`src/rtl/i2c_tgt_pkg.sv`:
```
package i2c_tgt_pkg;

  // strobes issued by the control towards the datapath
  typedef struct packed {
    logic shiftIn;   // take the synchronised SDA bit into the receive shifter
    logic loadPtr;   // latch the received byte as register pointer
    logic commitWr;  // store the received byte into the bank
    logic loadTx;    // load the transmit shifter from the bank
    logic shiftTx;   // advance the transmit shifter by one bit
  } tgtStrobe_t;

  typedef enum logic [2:0] {
    ST_IDLE,
    ST_RX,
    ST_ACK_WAIT,
    ST_ACK_DRIVE,
    ST_ACK_HOLD,
    ST_TX
  } tgtState_t;

  typedef enum logic [1:0] {
    BY_ADDR,
    BY_PTR,
    BY_DATA,
    BY_EXTRA
  } byteKind_t;

endpackage

```
`src/rtl/i2c_tgt_sync.sv`:
```
module i2c_tgt_sync #(
  parameter int WIDTH  = 2,
  parameter int STAGES = 2
) (
  input  logic             clk,
  input  logic             rstN,
  input  logic [WIDTH-1:0] din,
  output logic [WIDTH-1:0] dout
);
  logic [WIDTH-1:0] chain [STAGES];

  for (genvar s = 0; s < STAGES; s++) begin : g_stage
    if (s == 0) begin : g_first
      always_ff @(posedge clk or negedge rstN) begin
        if (!rstN) chain[s] <= '1;
        else       chain[s] <= din;
      end
    end else begin : g_next
      always_ff @(posedge clk or negedge rstN) begin
        if (!rstN) chain[s] <= '1;
        else       chain[s] <= chain[s-1];
      end
    end
  end

  assign dout = chain[STAGES-1];
endmodule

```
`src/rtl/i2c_tgt_ctrl.sv`:
```
module i2c_tgt_ctrl
  import i2c_tgt_pkg::*;
#(
  parameter logic [6:0] DEV_ADDR = 7'b0011010,
  parameter int         BYTE_BITS = 8
) (
  input  logic       clk,
  input  logic       rstN,
  input  logic       sclS,
  input  logic       sdaS,
  input  logic [6:0] rxLow7,
  input  logic       txBit,
  output tgtStrobe_t strb,
  output logic       sdaOe,
  output logic       busIdle
);
  localparam int CNT_W = $clog2(BYTE_BITS + 1);
  localparam logic [CNT_W-1:0] LAST_RX = CNT_W'(BYTE_BITS - 1);
  localparam logic [CNT_W-1:0] ALL_TX  = CNT_W'(BYTE_BITS);

  logic sclQ, sdaQ;
  logic sclRise, sclFall, startSeen, stopSeen;
  tgtState_t state, stateN;
  byteKind_t kind, kindN;
  logic dirRd, dirRdN;
  logic [CNT_W-1:0] bitCnt, bitCntN;

  assign sclRise   = sclS & ~sclQ;
  assign sclFall   = ~sclS & sclQ;
  assign startSeen = sclS & sclQ & sdaQ & ~sdaS;
  assign stopSeen  = sclS & sclQ & ~sdaQ & sdaS;

  always_comb begin
    strb    = '0;
    stateN  = state;
    kindN   = kind;
    dirRdN  = dirRd;
    bitCntN = bitCnt;
    if (startSeen) begin
      stateN  = ST_RX;
      kindN   = BY_ADDR;
      bitCntN = '0;
    end else if (stopSeen) begin
      stateN = ST_IDLE;
    end else begin
      case (state)
        ST_RX: if (sclRise) begin
          strb.shiftIn = 1'b1;
          bitCntN      = bitCnt + 1'b1;
          if (bitCnt == LAST_RX) begin
            bitCntN = '0;
            case (kind)
              BY_ADDR: begin
                if (rxLow7 == DEV_ADDR) begin
                  dirRdN = sdaS;
                  stateN = ST_ACK_WAIT;
                end else begin
                  stateN = ST_IDLE;
                end
              end
              BY_EXTRA: stateN = ST_IDLE;
              default:  stateN = ST_ACK_WAIT;
            endcase
          end
        end
        ST_ACK_WAIT: if (sclFall) stateN = ST_ACK_DRIVE;
        ST_ACK_DRIVE: if (sclRise) begin
          stateN        = ST_ACK_HOLD;
          strb.loadPtr  = (kind == BY_PTR);
          strb.commitWr = (kind == BY_DATA);
        end
        ST_ACK_HOLD: if (sclFall) begin
          bitCntN = '0;
          case (kind)
            BY_ADDR: begin
              if (dirRd) begin
                stateN      = ST_TX;
                strb.loadTx = 1'b1;
              end else begin
                stateN = ST_RX;
                kindN  = BY_PTR;
              end
            end
            BY_PTR:  begin stateN = ST_RX; kindN = BY_DATA;  end
            default: begin stateN = ST_RX; kindN = BY_EXTRA; end
          endcase
        end
        ST_TX: begin
          if (sclRise) bitCntN = bitCnt + 1'b1;
          if (sclFall) begin
            if (bitCnt == ALL_TX) stateN = ST_IDLE;
            else                  strb.shiftTx = 1'b1;
          end
        end
        default: ;
      endcase
    end
  end

  always_ff @(posedge clk or negedge rstN) begin
    if (!rstN) begin
      sclQ   <= 1'b1;
      sdaQ   <= 1'b1;
      state  <= ST_IDLE;
      kind   <= BY_ADDR;
      dirRd  <= 1'b0;
      bitCnt <= '0;
    end else begin
      sclQ   <= sclS;
      sdaQ   <= sdaS;
      state  <= stateN;
      kind   <= kindN;
      dirRd  <= dirRdN;
      bitCnt <= bitCntN;
    end
  end

  assign sdaOe   = (state == ST_ACK_DRIVE) || (state == ST_ACK_HOLD) ||
                   ((state == ST_TX) && !txBit);
  assign busIdle = (state == ST_IDLE);
endmodule

```
`src/rtl/i2c_tgt_data.sv`:
```
module i2c_tgt_data
  import i2c_tgt_pkg::*;
#(
  parameter int NUM_REGS = 8,
  parameter int AW       = 3
) (
  input  logic          clk,
  input  logic          rstN,
  input  tgtStrobe_t    strb,
  input  logic          sdaS,
  input  logic [AW-1:0] hostAddr,
  input  logic          hostWe,
  input  logic [7:0]    hostWdata,
  output logic [7:0]    hostRdata,
  output logic [6:0]    rxLow7,
  output logic          txBit
);
  localparam logic [8:0] BANK_END = 9'(NUM_REGS);

  logic [7:0] rxByte, ptr, txShift, bankRd;
  logic [7:0] bank [NUM_REGS];
  logic       ptrHit;

  assign ptrHit = ({1'b0, ptr} < BANK_END);
  assign bankRd = ptrHit ? bank[ptr[AW-1:0]] : 8'h00;

  always_ff @(posedge clk or negedge rstN) begin
    if (!rstN) begin
      rxByte  <= '0;
      ptr     <= '0;
      txShift <= '0;
    end else begin
      if (strb.shiftIn) rxByte  <= {rxByte[6:0], sdaS};
      if (strb.loadPtr) ptr     <= rxByte;
      if (strb.loadTx)  txShift <= bankRd;
      else if (strb.shiftTx) txShift <= {txShift[6:0], 1'b0};
    end
  end

  for (genvar g = 0; g < NUM_REGS; g++) begin : g_reg
    always_ff @(posedge clk or negedge rstN) begin
      if (!rstN) begin
        bank[g] <= '0;
      end else if (strb.commitWr && ptrHit && (ptr == 8'(g))) begin
        bank[g] <= rxByte;
      end else if (hostWe && (hostAddr == AW'(g))) begin
        bank[g] <= hostWdata;
      end
    end
  end

  assign hostRdata = bank[hostAddr];
  assign rxLow7    = rxByte[6:0];
  assign txBit     = txShift[7];
endmodule

```
`src/rtl/i2c_reg_target.sv`:
```
module i2c_reg_target
  import i2c_tgt_pkg::*;
#(
  parameter int          NUM_REGS = 8,
  parameter logic [6:0]  DEV_ADDR = 7'b0011010,
  parameter int          SYNC_STAGES = 2,
  localparam int         AW = (NUM_REGS > 1) ? $clog2(NUM_REGS) : 1
) (
  input  logic          clk,
  input  logic          rstN,
  input  logic          sclIn,
  input  logic          sdaIn,
  output logic          sdaOe,
  input  logic [AW-1:0] hostAddr,
  input  logic          hostWe,
  input  logic [7:0]    hostWdata,
  output logic [7:0]    hostRdata
);
  logic       sclS, sdaS, txBit, busIdle;
  logic [6:0] rxLow7;
  tgtStrobe_t strb;

  i2c_tgt_sync #(.WIDTH(2), .STAGES(SYNC_STAGES)) sync_i (
    .clk (clk),
    .rstN(rstN),
    .din ({sclIn, sdaIn}),
    .dout({sclS, sdaS})
  );

  i2c_tgt_ctrl #(.DEV_ADDR(DEV_ADDR)) ctrl_i (
    .clk    (clk),
    .rstN   (rstN),
    .sclS   (sclS),
    .sdaS   (sdaS),
    .rxLow7 (rxLow7),
    .txBit  (txBit),
    .strb   (strb),
    .sdaOe  (sdaOe),
    .busIdle(busIdle)
  );

  i2c_tgt_data #(.NUM_REGS(NUM_REGS), .AW(AW)) data_i (
    .clk      (clk),
    .rstN     (rstN),
    .strb     (strb),
    .sdaS     (sdaS),
    .hostAddr (hostAddr),
    .hostWe   (hostWe),
    .hostWdata(hostWdata),
    .hostRdata(hostRdata),
    .rxLow7   (rxLow7),
    .txBit    (txBit)
  );
endmodule

```
`config.mk`:
```
export PLATFORM = sky130hd
export DESIGN_NAME = i2c_reg_target
export DESIGN_NICKNAME = d
export VERILOG_FILES = /design/src/rtl/i2c_tgt_pkg.sv /design/src/rtl/i2c_tgt_sync.sv /design/src/rtl/i2c_tgt_ctrl.sv /design/src/rtl/i2c_tgt_data.sv /design/src/rtl/i2c_reg_target.sv
export SDC_FILE = /design/constraint.sdc
export NUM_CORES = 1
export LEC_CHECK = 0
export BUFFER_PORTS_ARGS = -buffer_cell sky130_fd_sc_hd__clkbuf_2
export CORE_UTILIZATION = 58
export DETAILED_ROUTE_END_ITERATION = 16
export PLACE_DENSITY = 0.76
export SYNTH_ARGS = -nofsm -noshare
export SYNTH_HDL_FRONTEND = slang
export SYNTH_SLANG_ARGS = --single-unit
```
`constraint.sdc`:
```
create_clock -name clk -period 2.3 [get_ports clk]
set_input_delay 0.46 -clock clk [delete_from_list [all_inputs] [get_ports clk]]
set_output_delay 0.46 -clock clk [all_outputs]
set_load 0.02 [all_outputs]
```
==> results of run 1 <==
## state kept, by name (all words and copies together) (netlist names), 2 cells and up
register / count
data_i.bank: 64
data_i.ptr: 8
data_i.rxByte: 8
data_i.txShift: 8
ctrl_i.bitCnt: 4
ctrl_i.state: 3
ctrl_i.kind: 2
sync_i.chain: 2
sync_i.dout: 2
## per-stage QoR
step / power, mW / hold slack, ps / std cells / cell area [um2] / util
floorplan: 3.75 / 164 / 562 / 6270 / -
global placement: 4.13 / 346 / 715 / 6630 / 0.637
detailed placement: 4.21 / 349 / 715 / 6630 / 0.637
CTS: 5.43 / 13.8 / 731 / 6840 / 0.657
global route: 5.72 / 29.7 / 731 / 6840 / 0.657
finish: 5.41 / 9.96 / 731 / 6840 / 0.657
## cells in the mapped netlist, types with 3 or more instances
cell type | count | area [um2]
nor3_2 | 3 | 30.0
nor2_1 | 65 | 244
o21ai_0 | 15 | 75.1
nor3b_1 | 3 | 22.5
dfstp_2 | 6 | 158
mux4_2 | 32 | 721
inv_1 | 8 | 30.0
clkbuf_1 | 13 | 48.8
nand4b_1 | 3 | 26.3
nor2b_1 | 3 | 18.8
buf_4 | 8 | 60.1
buf_6 | 3 | 33.8
mux2_2 | 33 | 372
o21ai_1 | 4 | 20.0
a21oi_1 | 64 | 320
ha_1 | 3 | 37.5
nor3_1 | 9 | 45.0
dfrtp_1 | 98 | 2450
nand3b_1 | 3 | 22.5
mux2_4 | 8 | 120
nand3_2 | 3 | 30.0
nand2b_1 | 4 | 25.0
mux2i_1 | 65 | 651
buf_2 | 18 | 90.1
nand3_1 | 7 | 35.0
buf_1 | 4 | 15.0
mux2_1 | 3 | 33.8
nand2_1 | 29 | 109
## path summary, 6_finish.rpt
path                            startpoint         endpoint  cells past startpoint
max                         data_i.bank[1]     hostRdata[1]                      3
min                                   rstN  data_i.bank[49]                      1
max reg2reg                ctrl_i.state[0]  data_i.bank[35]                      6
min reg2reg                sync_i.chain[3]   sync_i.dout[1]                      0
max in group asynchronous             rstN  sync_i.chain[2]                      2
min in group clk                     sdaIn  sync_i.chain[2]                      1
## kinds of logic after synthesis
kind of cell,count (synthesis),synth area share
AO/OA/AOI/OAI,102,0.0920
XOR/XNOR,1,0.00140
adder cells (fa/ha/maj),3,0.00599
buffers and inverters,55,0.0475
flip-flops,104,0.416
multiplexers,141,0.303
AND/OR/NAND/NOR,156,0.134
## routing by layer
layer | share of wire | wire length [um] | track usage | vias up
li1 | - | - | - | 2107
met1 | 0.42 | 6310 | 0.386 | 2359
met2 | 0.48 | 7200 | 0.464 | 151
met3 | 0.067 | 1010 | 0.0754 | 40
met4 | 0.033 | 493 | 0.117 | 0
met5 | 0 | 0 | 0 | -
## power breakdown
group	leakage [nW]	switching, mW	internal [mW]	total (mW)
clock	0.103	0.688	0.526	1.21
sequential	1.25	0.375	2.18	2.55
combinational	1.69	0.757	0.886	1.64
## final cells by class
cell class,count,area [um2]
Clock buffer,9,124
Clock inverter,7,83.8
Fill cell,819,3580
Inverter,8,30.0
Multi-Input combinational cell,403,3360
Sequential cell,104,2610
Tap cell,136,170
Timing Repair Buffer,64,460
==> results by group, run 1 <==
Status
  – Status: finished, final reports clean

Clock tree
  – # resized after CTS: 0
  – Root Buffer: clkbuf_8
  – CTS tree: built
  – Total CTS buffers: 9
  – Max clock buf depth: 2
  – H-tree depth: 3
  – Worst-Skew Late Latency: 390 ps
  – Cts hold-fix bufs: 0
  – CTS Sinks: 104
  – Register clock-pin slew on the reported worst setup and hold paths: 110 ps
  – Post-CTS Setup Inserts: 0

Critical path
  – Worst Path Required: 1840 ps
  – Largest delay share family, worst path: multiplexers
  – Worst path buffer plus inverter count: 1
  – Crit-path cells: mux4_2, mux2_2, clkbuf_2
  – Critical path fanouts, max: 3
  – CP arrival: 1730 ps
  – Worst-path cell with the longest stage delay: mux4_2
  – Critical path class: flip-flop to primary output
  – CP endpoint kind: primary output
  – Reg2Reg Setup Slack: 220 ps
  – Nature of the critical path startpoint: flip-flop
  – Slowest stage delay, CP: 480 ps

Routing
  – Initial drt markers: 304
  – Drt pass-1 iters: 5
  – DRT antenna net count: 0
  – Routed wire length: 15000 um
  – Vias: 4657
  – Wire per inst: 20.5 um
  – DRC: 0
  – Vias/cell: 6.37

Layout
  – Most common cell after layout, fill and taps aside: dfrtp_1
  – ANT cells: 0
  – Commonest cells after routing, fill and taps aside: 98 x dfrtp_1, 65 x nor2_1, 65 x mux2i_1
  – Final nets: 609
  – Area growth syn-to-layout: 9.10%
  – Layout cells sized above 1: 0.297

STA
  – RSZ-0062 raised after global routing: no
  – Fin Clk Skew: 12.5 ps
  – Fin. Hold Viols: 0
  – Slew @ Worst Pin: 877 ps
  – FMAX: 0.457 GHz
  – Max-slew violation count: 0
  – Final Cycle Share: 0.952
  – Setup TNS: 0 ps
  – PnR worst setup slack: 110 ps
  – Min Tclk post-route: 2190 ps
  – Final setup fails: 0
  – Worst rel slew slack: 0.416

Synthesis
  – Primary FF master, synth: dfrtp_1
  – Unique masters post-synth: 64
  – Number of synthesized flops with an enable pin: 0
  – FFs w/ async S/R, synth: 1.00
  – FF+latch count, synth: 104
  – Mapped Nets: 581
  – Mapped cell area: 6270 um2
  – Post-synthesis sequential area ratio: 0.416
  – Synth warnings: 0
  – Post-synthesis cell count: 562
  – Mapped Avg Cell Area: 11.2 um2

Global route
  – Grt ovf: 0
  – Largest net degree at the start of global routing: 42
  – Vias in the first global route: 4605
  – Gr usage total: 0.292
  – First-pass GRT wire length: 24500 um
  – Initial antenna violation count: 0

Floorplan
  – Die height: 106 um
  – Die width: 106 um
  – # rows: 37
  – Initial core utilization: 0.602
  – Core Region: 10400 um2
  – Die area: 11200 um2
  – Ports: 25

Job
  – Total of max-cap violations: 0

Place
  – HPWL after DPL: 10600 um
  – Dpl ws: 125 ps
  – I/O Buffers: 24
  – GPL Wtd Cong: 0.875

Power and ir drop
  – Pwr/cell area: 791 nW/um2
  – LEAKAGE: 3.04 nW
  – Max VDD drop: 0.877 mV

Worst hold path
  – HP Class: input pin to async pin
No activity file was read; power rests on OpenSTA's default activity.
==> inputs of run 2 (changes only) <==
- BUFFER_PORTS_ARGS: -buffer_cell sky130_fd_sc_hd__clkbuf_2 -> -buffer_cell sky130_fd_sc_hd__buf_2
- GPL_ROUTABILITY_DRIVEN: default -> 0
- clock period: 2.3 -> 2.7 ns (I/O delays scaled with it)
==> results by group, run 2 (same netlist as run 1, synthesis figures left out) <==
Clock tree
  – Root Buffer: clkbuf_8
  – Max clock buf depth: 2 (unchanged)
  – Total CTS buffers: 9 (unchanged)
  – Post-CTS Setup Inserts: 0 (unchanged)
  – # resized after CTS: 0 (unchanged)
  – H-tree depth: 3 (unchanged)
  – Register clock-pin slew on the reported worst setup and hold paths: 100 ps (about the same)
  – CTS tree: built
  – CTS Sinks: 104 (unchanged)
  – Cts hold-fix bufs: 0 (unchanged)
  – Worst-Skew Late Latency: 390 ps (about the same)

Job
  – Total of max-cap violations: 0 (unchanged)

Floorplan
  – Ports: 25 (unchanged)
  – Initial core utilization: 0.602 (unchanged)
  – # rows: 37 (unchanged)
  – Die height: 106 um (unchanged)
  – Die width: 106 um (unchanged)
  – Die area: 11200 um2 (unchanged)
  – Core Region: 10400 um2 (unchanged)

Global route
  – Grt ovf: 0 (unchanged)
  – First-pass GRT wire length: 23800 um (-2.8%)
  – Largest net degree at the start of global routing: 44 (+4.8%)
  – Gr usage total: 0.284 (-0.00772)
  – Vias in the first global route: 4512 (-2.0%)
  – Initial antenna violation count: 0 (unchanged)

Routing
  – Vias: 4519 (-3.0%)
  – Vias/cell: 6.30 (-1.1%)
  – WL met2: 7270 um (+0.94%)
  – Drt pass-1 iters: 5 (unchanged)
  – Top Layer Used: met4
  – DRT antenna net count: 0 (unchanged)
  – Initial drt markers: 285 (-6.3%)
  – DRC: 0 (unchanged)
  – Wire per inst: 20.4 um (-0.85%)
  – Routed wire length: 14600 um (-2.8%)
  – Metal-1 WL: 6150 um (-2.6%)
  – Wire length on met3: 943 um (-6.5%)

Layout
  – Layout cells sized above 1: 0.281 (-0.0169)
  – Largest register FFs: 64 (unchanged)
  – Most common cell after layout, fill and taps aside: dfrtp_1
  – Final core occ: 0.645 (-0.0119)
  – ANT cells: 0 (unchanged)
  – Area growth syn-to-layout: 7.13%
  – Design Area, Final: 6720 um2 (-1.8%)
  – Top reg by flops: data_i.bank
  – Final nets: 595 (-2.3%)
  – Commonest cells after routing, fill and taps aside: 98 x dfrtp_1, 65 x nor2_1, 65 x mux2i_1

Status
  – Status: finished, final reports clean

Power and ir drop
  – Final Power: 4.57 mW (-16%)
  – Pwr/cell area: 680 nW/um2 (-14%)
  – Clk network pwr share: 0.228 (+0.004)
  – Sw Share: 0.332 (-0.00423)
  – Net switching power: 1.52 mW (-17%)
  – Max VDD drop: 0.494 mV (-44%)
  – Flop pwr share: 0.483 (+0.011)
  – Logic pwr share: 0.289 (-0.015)
  – LEAKAGE: 2.96 nW (-2.6%)
  – Int Pwr: 3.05 mW (-15%)

STA
  – Fin Clk Skew: 10.7 ps (-1.83 ps)
  – FMAX: 0.386 GHz
  – Final Cycle Share: 0.960
  – Slew @ Worst Pin: 933 ps (+56.6 ps)
  – Worst rel slew slack: 0.378 (-0.0377)
  – Setup TNS: 0 ps (unchanged)
  – Final setup fails: 0 (unchanged)
  – RSZ-0062 raised after global routing: no
  – Max-slew violation count: 0 (unchanged)
  – Fin. Hold Viols: 0 (unchanged)
  – Min Tclk post-route: 2590 ps

Critical path
  – CP arrival: 2050 ps (+320 ps)
  – Critical path fanouts, max: 18 (+15)
  – Worst Path Required: 2160 ps (+320 ps)
  – Critical path class: input pin to primary output
  – Nature of the critical path startpoint: input pin
  – CP endpoint kind: primary output

Place
  – HPWL after DPL: 10400 um (-2.2%)
  – I/O Buffers: 24 (unchanged)
  – Placed cell area: 6500 um2 (-2.0%)

Worst hold path
  – HP Class: input pin to async pin
[run 2: critical path: stages]
cell and delay (ps):
buf_2 470, mux4_2 580, mux2_2 290, buf_2 160
[run 2: worst paths after layout]
check | slack [ps] | to | startpoint | depth (start not counted)
max in group asynchronous | 1820 | sync_i.chain[3] | rstN | 2
worst max register to register | 350 | data_i.bank[51] | sync_i.dout[1] | 4
worst min register to register | 360 | sync_i.dout[1] | sync_i.chain[3] | 0
worst max-delay path | 110 | hostRdata[0] | hostAddr[0] | 4
min in group clk | 240 | sync_i.chain[3] | sclIn | 1
worst min-delay path | 120 | data_i.bank[9] | rstN | 1
[run 2: metal layers]
layer,GRT usage,up-vias
met2,0.469,136
met3,0.0582,21
li1,-,2082
met5,0,-
met1,0.376,2280
met4,0.100,0
[run 2: layout make-up]
| type | count | area (um2) |
|---|---|---|
| clock inverters | 6 | 76.3 |
| flip-flops and latches | 104 | 2610 |
| clock buffers | 10 | 138 |
| inverters | 8 | 30.0 |
| multi-input cells | 403 | 3360 |
| repair buffers | 50 | 330 |
| well taps | 136 | 170 |
| fillers | 794 | 3700 |
[run 2: power by group through the flow]
stage | combinational, mW | sequential (mW) | clock [mW]
detailed placement | 1.33 | 2.22 | 0
finish | 1.32 | 2.20 | 1.04
global placement | 1.27 | 2.20 | 0
global route | 1.45 | 2.25 | 1.11
floorplan | 1.16 | 2.03 | 0
CTS | 1.33 | 2.20 | 1.06
[run 2: stage by stage]
stage          cells  hold WS, ps  setup WS (ps)
6_report         717          122            109
5_1_grt          717          151           9.82
4_1_cts          717          130           85.2
3_5_place_dp     701          347           85.8
3_3_place_gp     701          348            127
2_1_floorplan    562          244            378
==> inputs of run 3 (changes only) <==
- RECOVER_POWER: default -> 50
==> results by group, run 3 (same netlist as run 1, synthesis figures left out) <==
Global route
  – Initial antenna violation count: 0 (unchanged)
  – Grt ovf: 0 (unchanged)
  – Met1 usage: 0.376 (unchanged)
  – GR Layer Usage met2: 0.469 (unchanged)
  – Vias in the first global route: 4512 (unchanged)
  – First-pass GRT wire length: 23800 um (unchanged)
  – Top Usage Layer GRT: met2
  – Gr usage total: 0.284 (unchanged)
  – Met3 usage: 0.0582 (unchanged)
  – Largest net degree at the start of global routing: 44 (unchanged)

Power and ir drop
  – Max VDD drop: 0.494 mV (about the same)
  – Int Pwr: 3.05 mW (about the same)
  – Flop pwr share: 0.483 (about the same)
  – Net switching power: 1.51 mW (-0.30%)
  – Logic pwr share: 0.289 (about the same)
  – LEAKAGE: 2.96 nW (-0.19%)
  – Pwr/cell area: 680 nW/um2 (about the same)
  – Clk network pwr share: 0.227 (about the same)
  – Sw Share: 0.332 (-0.000561)

STA
  – Worst rel slew slack: -0.530 (-0.908)
  – Max-slew violation count: 41 (+41)
  – Fin Clk Skew: 10.6 ps (-0.0916 ps)
  – RSZ-0062 raised after global routing: no
  – Final setup fails: 0 (unchanged)
  – Min Tclk post-route: 2590 ps (-4.48 ps)
  – Fin. Hold Viols: 0 (unchanged)
  – Final Cycle Share: 0.958 (-0.00166)
  – Setup TNS: 0 ps (unchanged)
  – Slew @ Worst Pin: 2300 ps (+1360 ps)
  – FMAX: 0.387 GHz (+0.17%)

Critical path
  – Critical path startpoint: hostAddr[0]
  – Critical path class: input pin to primary output
  – Reg2Reg Setup Slack: 260 ps (-90 ps)
  – Worst Reg2Reg Path Length in Cells: 4 (unchanged)
  – CP arrival: 2050 ps (about the same)
  – Critical path fanouts, max: 18 (unchanged)
  – Worst R2R Start: sync_i.dout[1]
  – CP endpoint kind: primary output
  – Reg2reg end: data_i.bank[51]
  – Nature of the critical path startpoint: input pin
  – Worst Path Required: 2160 ps (about the same)

Place
  – HPWL after DPL: 10400 um (unchanged)
  – DP Cell Count: 701 (unchanged)
  – I/O Buffers: 24 (unchanged)

Status
  – Failing checks: max-capacitance violations, max-slew violations
  – Status: finished, violations left

Clock tree
  – H-tree depth: 3 (unchanged)
  – Post-CTS Setup Inserts: 0 (unchanged)
  – Total CTS buffers: 9 (unchanged)
  – Worst-Skew Late Latency: 390 ps (about the same)
  – # resized after CTS: 0 (unchanged)
  – Register clock-pin slew on the reported worst setup and hold paths: 90 ps (about the same)
  – Cts hold-fix bufs: 0 (unchanged)
  – CTS Sinks: 104 (unchanged)
  – Root Buffer: clkbuf_8
  – CTS tree: built
  – Max clock buf depth: 2 (unchanged)

Routing
  – Vias: 4521 (+0.044%)
  – Drt pass-1 iters: 5 (unchanged)
  – DRC: 0 (unchanged)
  – Vias/cell: 6.31 (about the same)
  – DRT antenna net count: 0 (unchanged)
  – Initial drt markers: 287 (+0.70%)
  – Wire per inst: 20.3 um (about the same)
  – Routed wire length: 14600 um (about the same)

Layout
  – Largest register FFs: 64 (unchanged)
  – Final core occ: 0.644 (about the same)
  – Multi-input logic area: 3360 um2 (unchanged)
  – Final nets: 595 (unchanged)
  – Layout cells sized above 1: 0.275 (-0.00516)
  – Fillers: 795 (+0.13%)
  – Commonest cells after routing, fill and taps aside: 98 x dfrtp_1, 65 x nor2_1, 65 x mux2i_1
  – Top reg by flops: data_i.bank
  – Most common cell after layout, fill and taps aside: dfrtp_1
  – Area growth syn-to-layout: 7.03% (about the same)
  – FF/Latch Area: 2610 um2 (unchanged)
  – Final non-filler cell total: 717 (unchanged)
  – ANT cells: 0 (unchanged)

Floorplan
  – Initial core utilization: 0.602 (unchanged)
  – Core Region: 10400 um2 (unchanged)
  – # rows: 37 (unchanged)
  – Die area: 11200 um2 (unchanged)
  – Die width: 106 um (unchanged)
  – Die height: 106 um (unchanged)
  – Ports: 25 (unchanged)

Worst hold path
  – WHS Path Cells: 1
  – HP Class: input pin to flip-flop
  – Worst hold endpoint: sync_i.chain[3]
  – Hold_sp: sclIn

Job
  – Total of max-cap violations: 1 (+1)
[run 3: cell types whose count changed in the layout (fill, tap and decap cells not counted), sizes merged]
cell | before | now
clkbuf | 10 | 11
buf | 50 | 49
[run 3: cell type report]
cell class                 count  share of cell area
sequential                   104               0.389
clock inverter                 6              0.0114
tap                          136              0.0254
multi-input combinational    403               0.501
timing repair buffer          50              0.0483
clock buffer                  10              0.0205
inverter                       8             0.00448
[run 3: worst max-delay path, cell delays in order]
cell    delay, ps
buf_2         470
mux4_2        580
mux2_2        290
buf_2         160
[run 3: worst max-delay path by stage]
stage,to,slack [ps],depth (start not counted)
after floorplan,hostRdata[0],380,4
after global placement,hostRdata[4],130,4
after detailed placement,hostRdata[0],90,4
after CTS,hostRdata[0],90,4
after global routing,hostRdata[4],10,4
final,hostRdata[0],110,4
[run 3: stage by stage]
stage               cell area (um2)  worst slack, ps  hold WS (ps)  total power, mW
floorplan                      6270              378           244             3.19
global placement               6500              127           348             3.48
detailed placement             6500             85.8           347             3.55
CTS                            6720             85.2           130             4.59
global route                   6710             9.82           219             4.81
finish                         6710              113           247             4.56
[run 3: power groups by stage]
stage,Sequential (mW),Combinational (mW),Clock [mW]
after floorplan,2.03,1.16,0
after global placement,2.20,1.27,0
after detailed placement,2.22,1.33,0
after CTS,2.20,1.33,1.06
after global routing,2.25,1.45,1.11
final,2.20,1.32,1.04
[run 3: layer usage]
metal,routed length [um],vias to the layer above
li1,-,2082
met1,6170,2278
met2,7270,140
met3,912,21
met4,239,0
met5,0,-
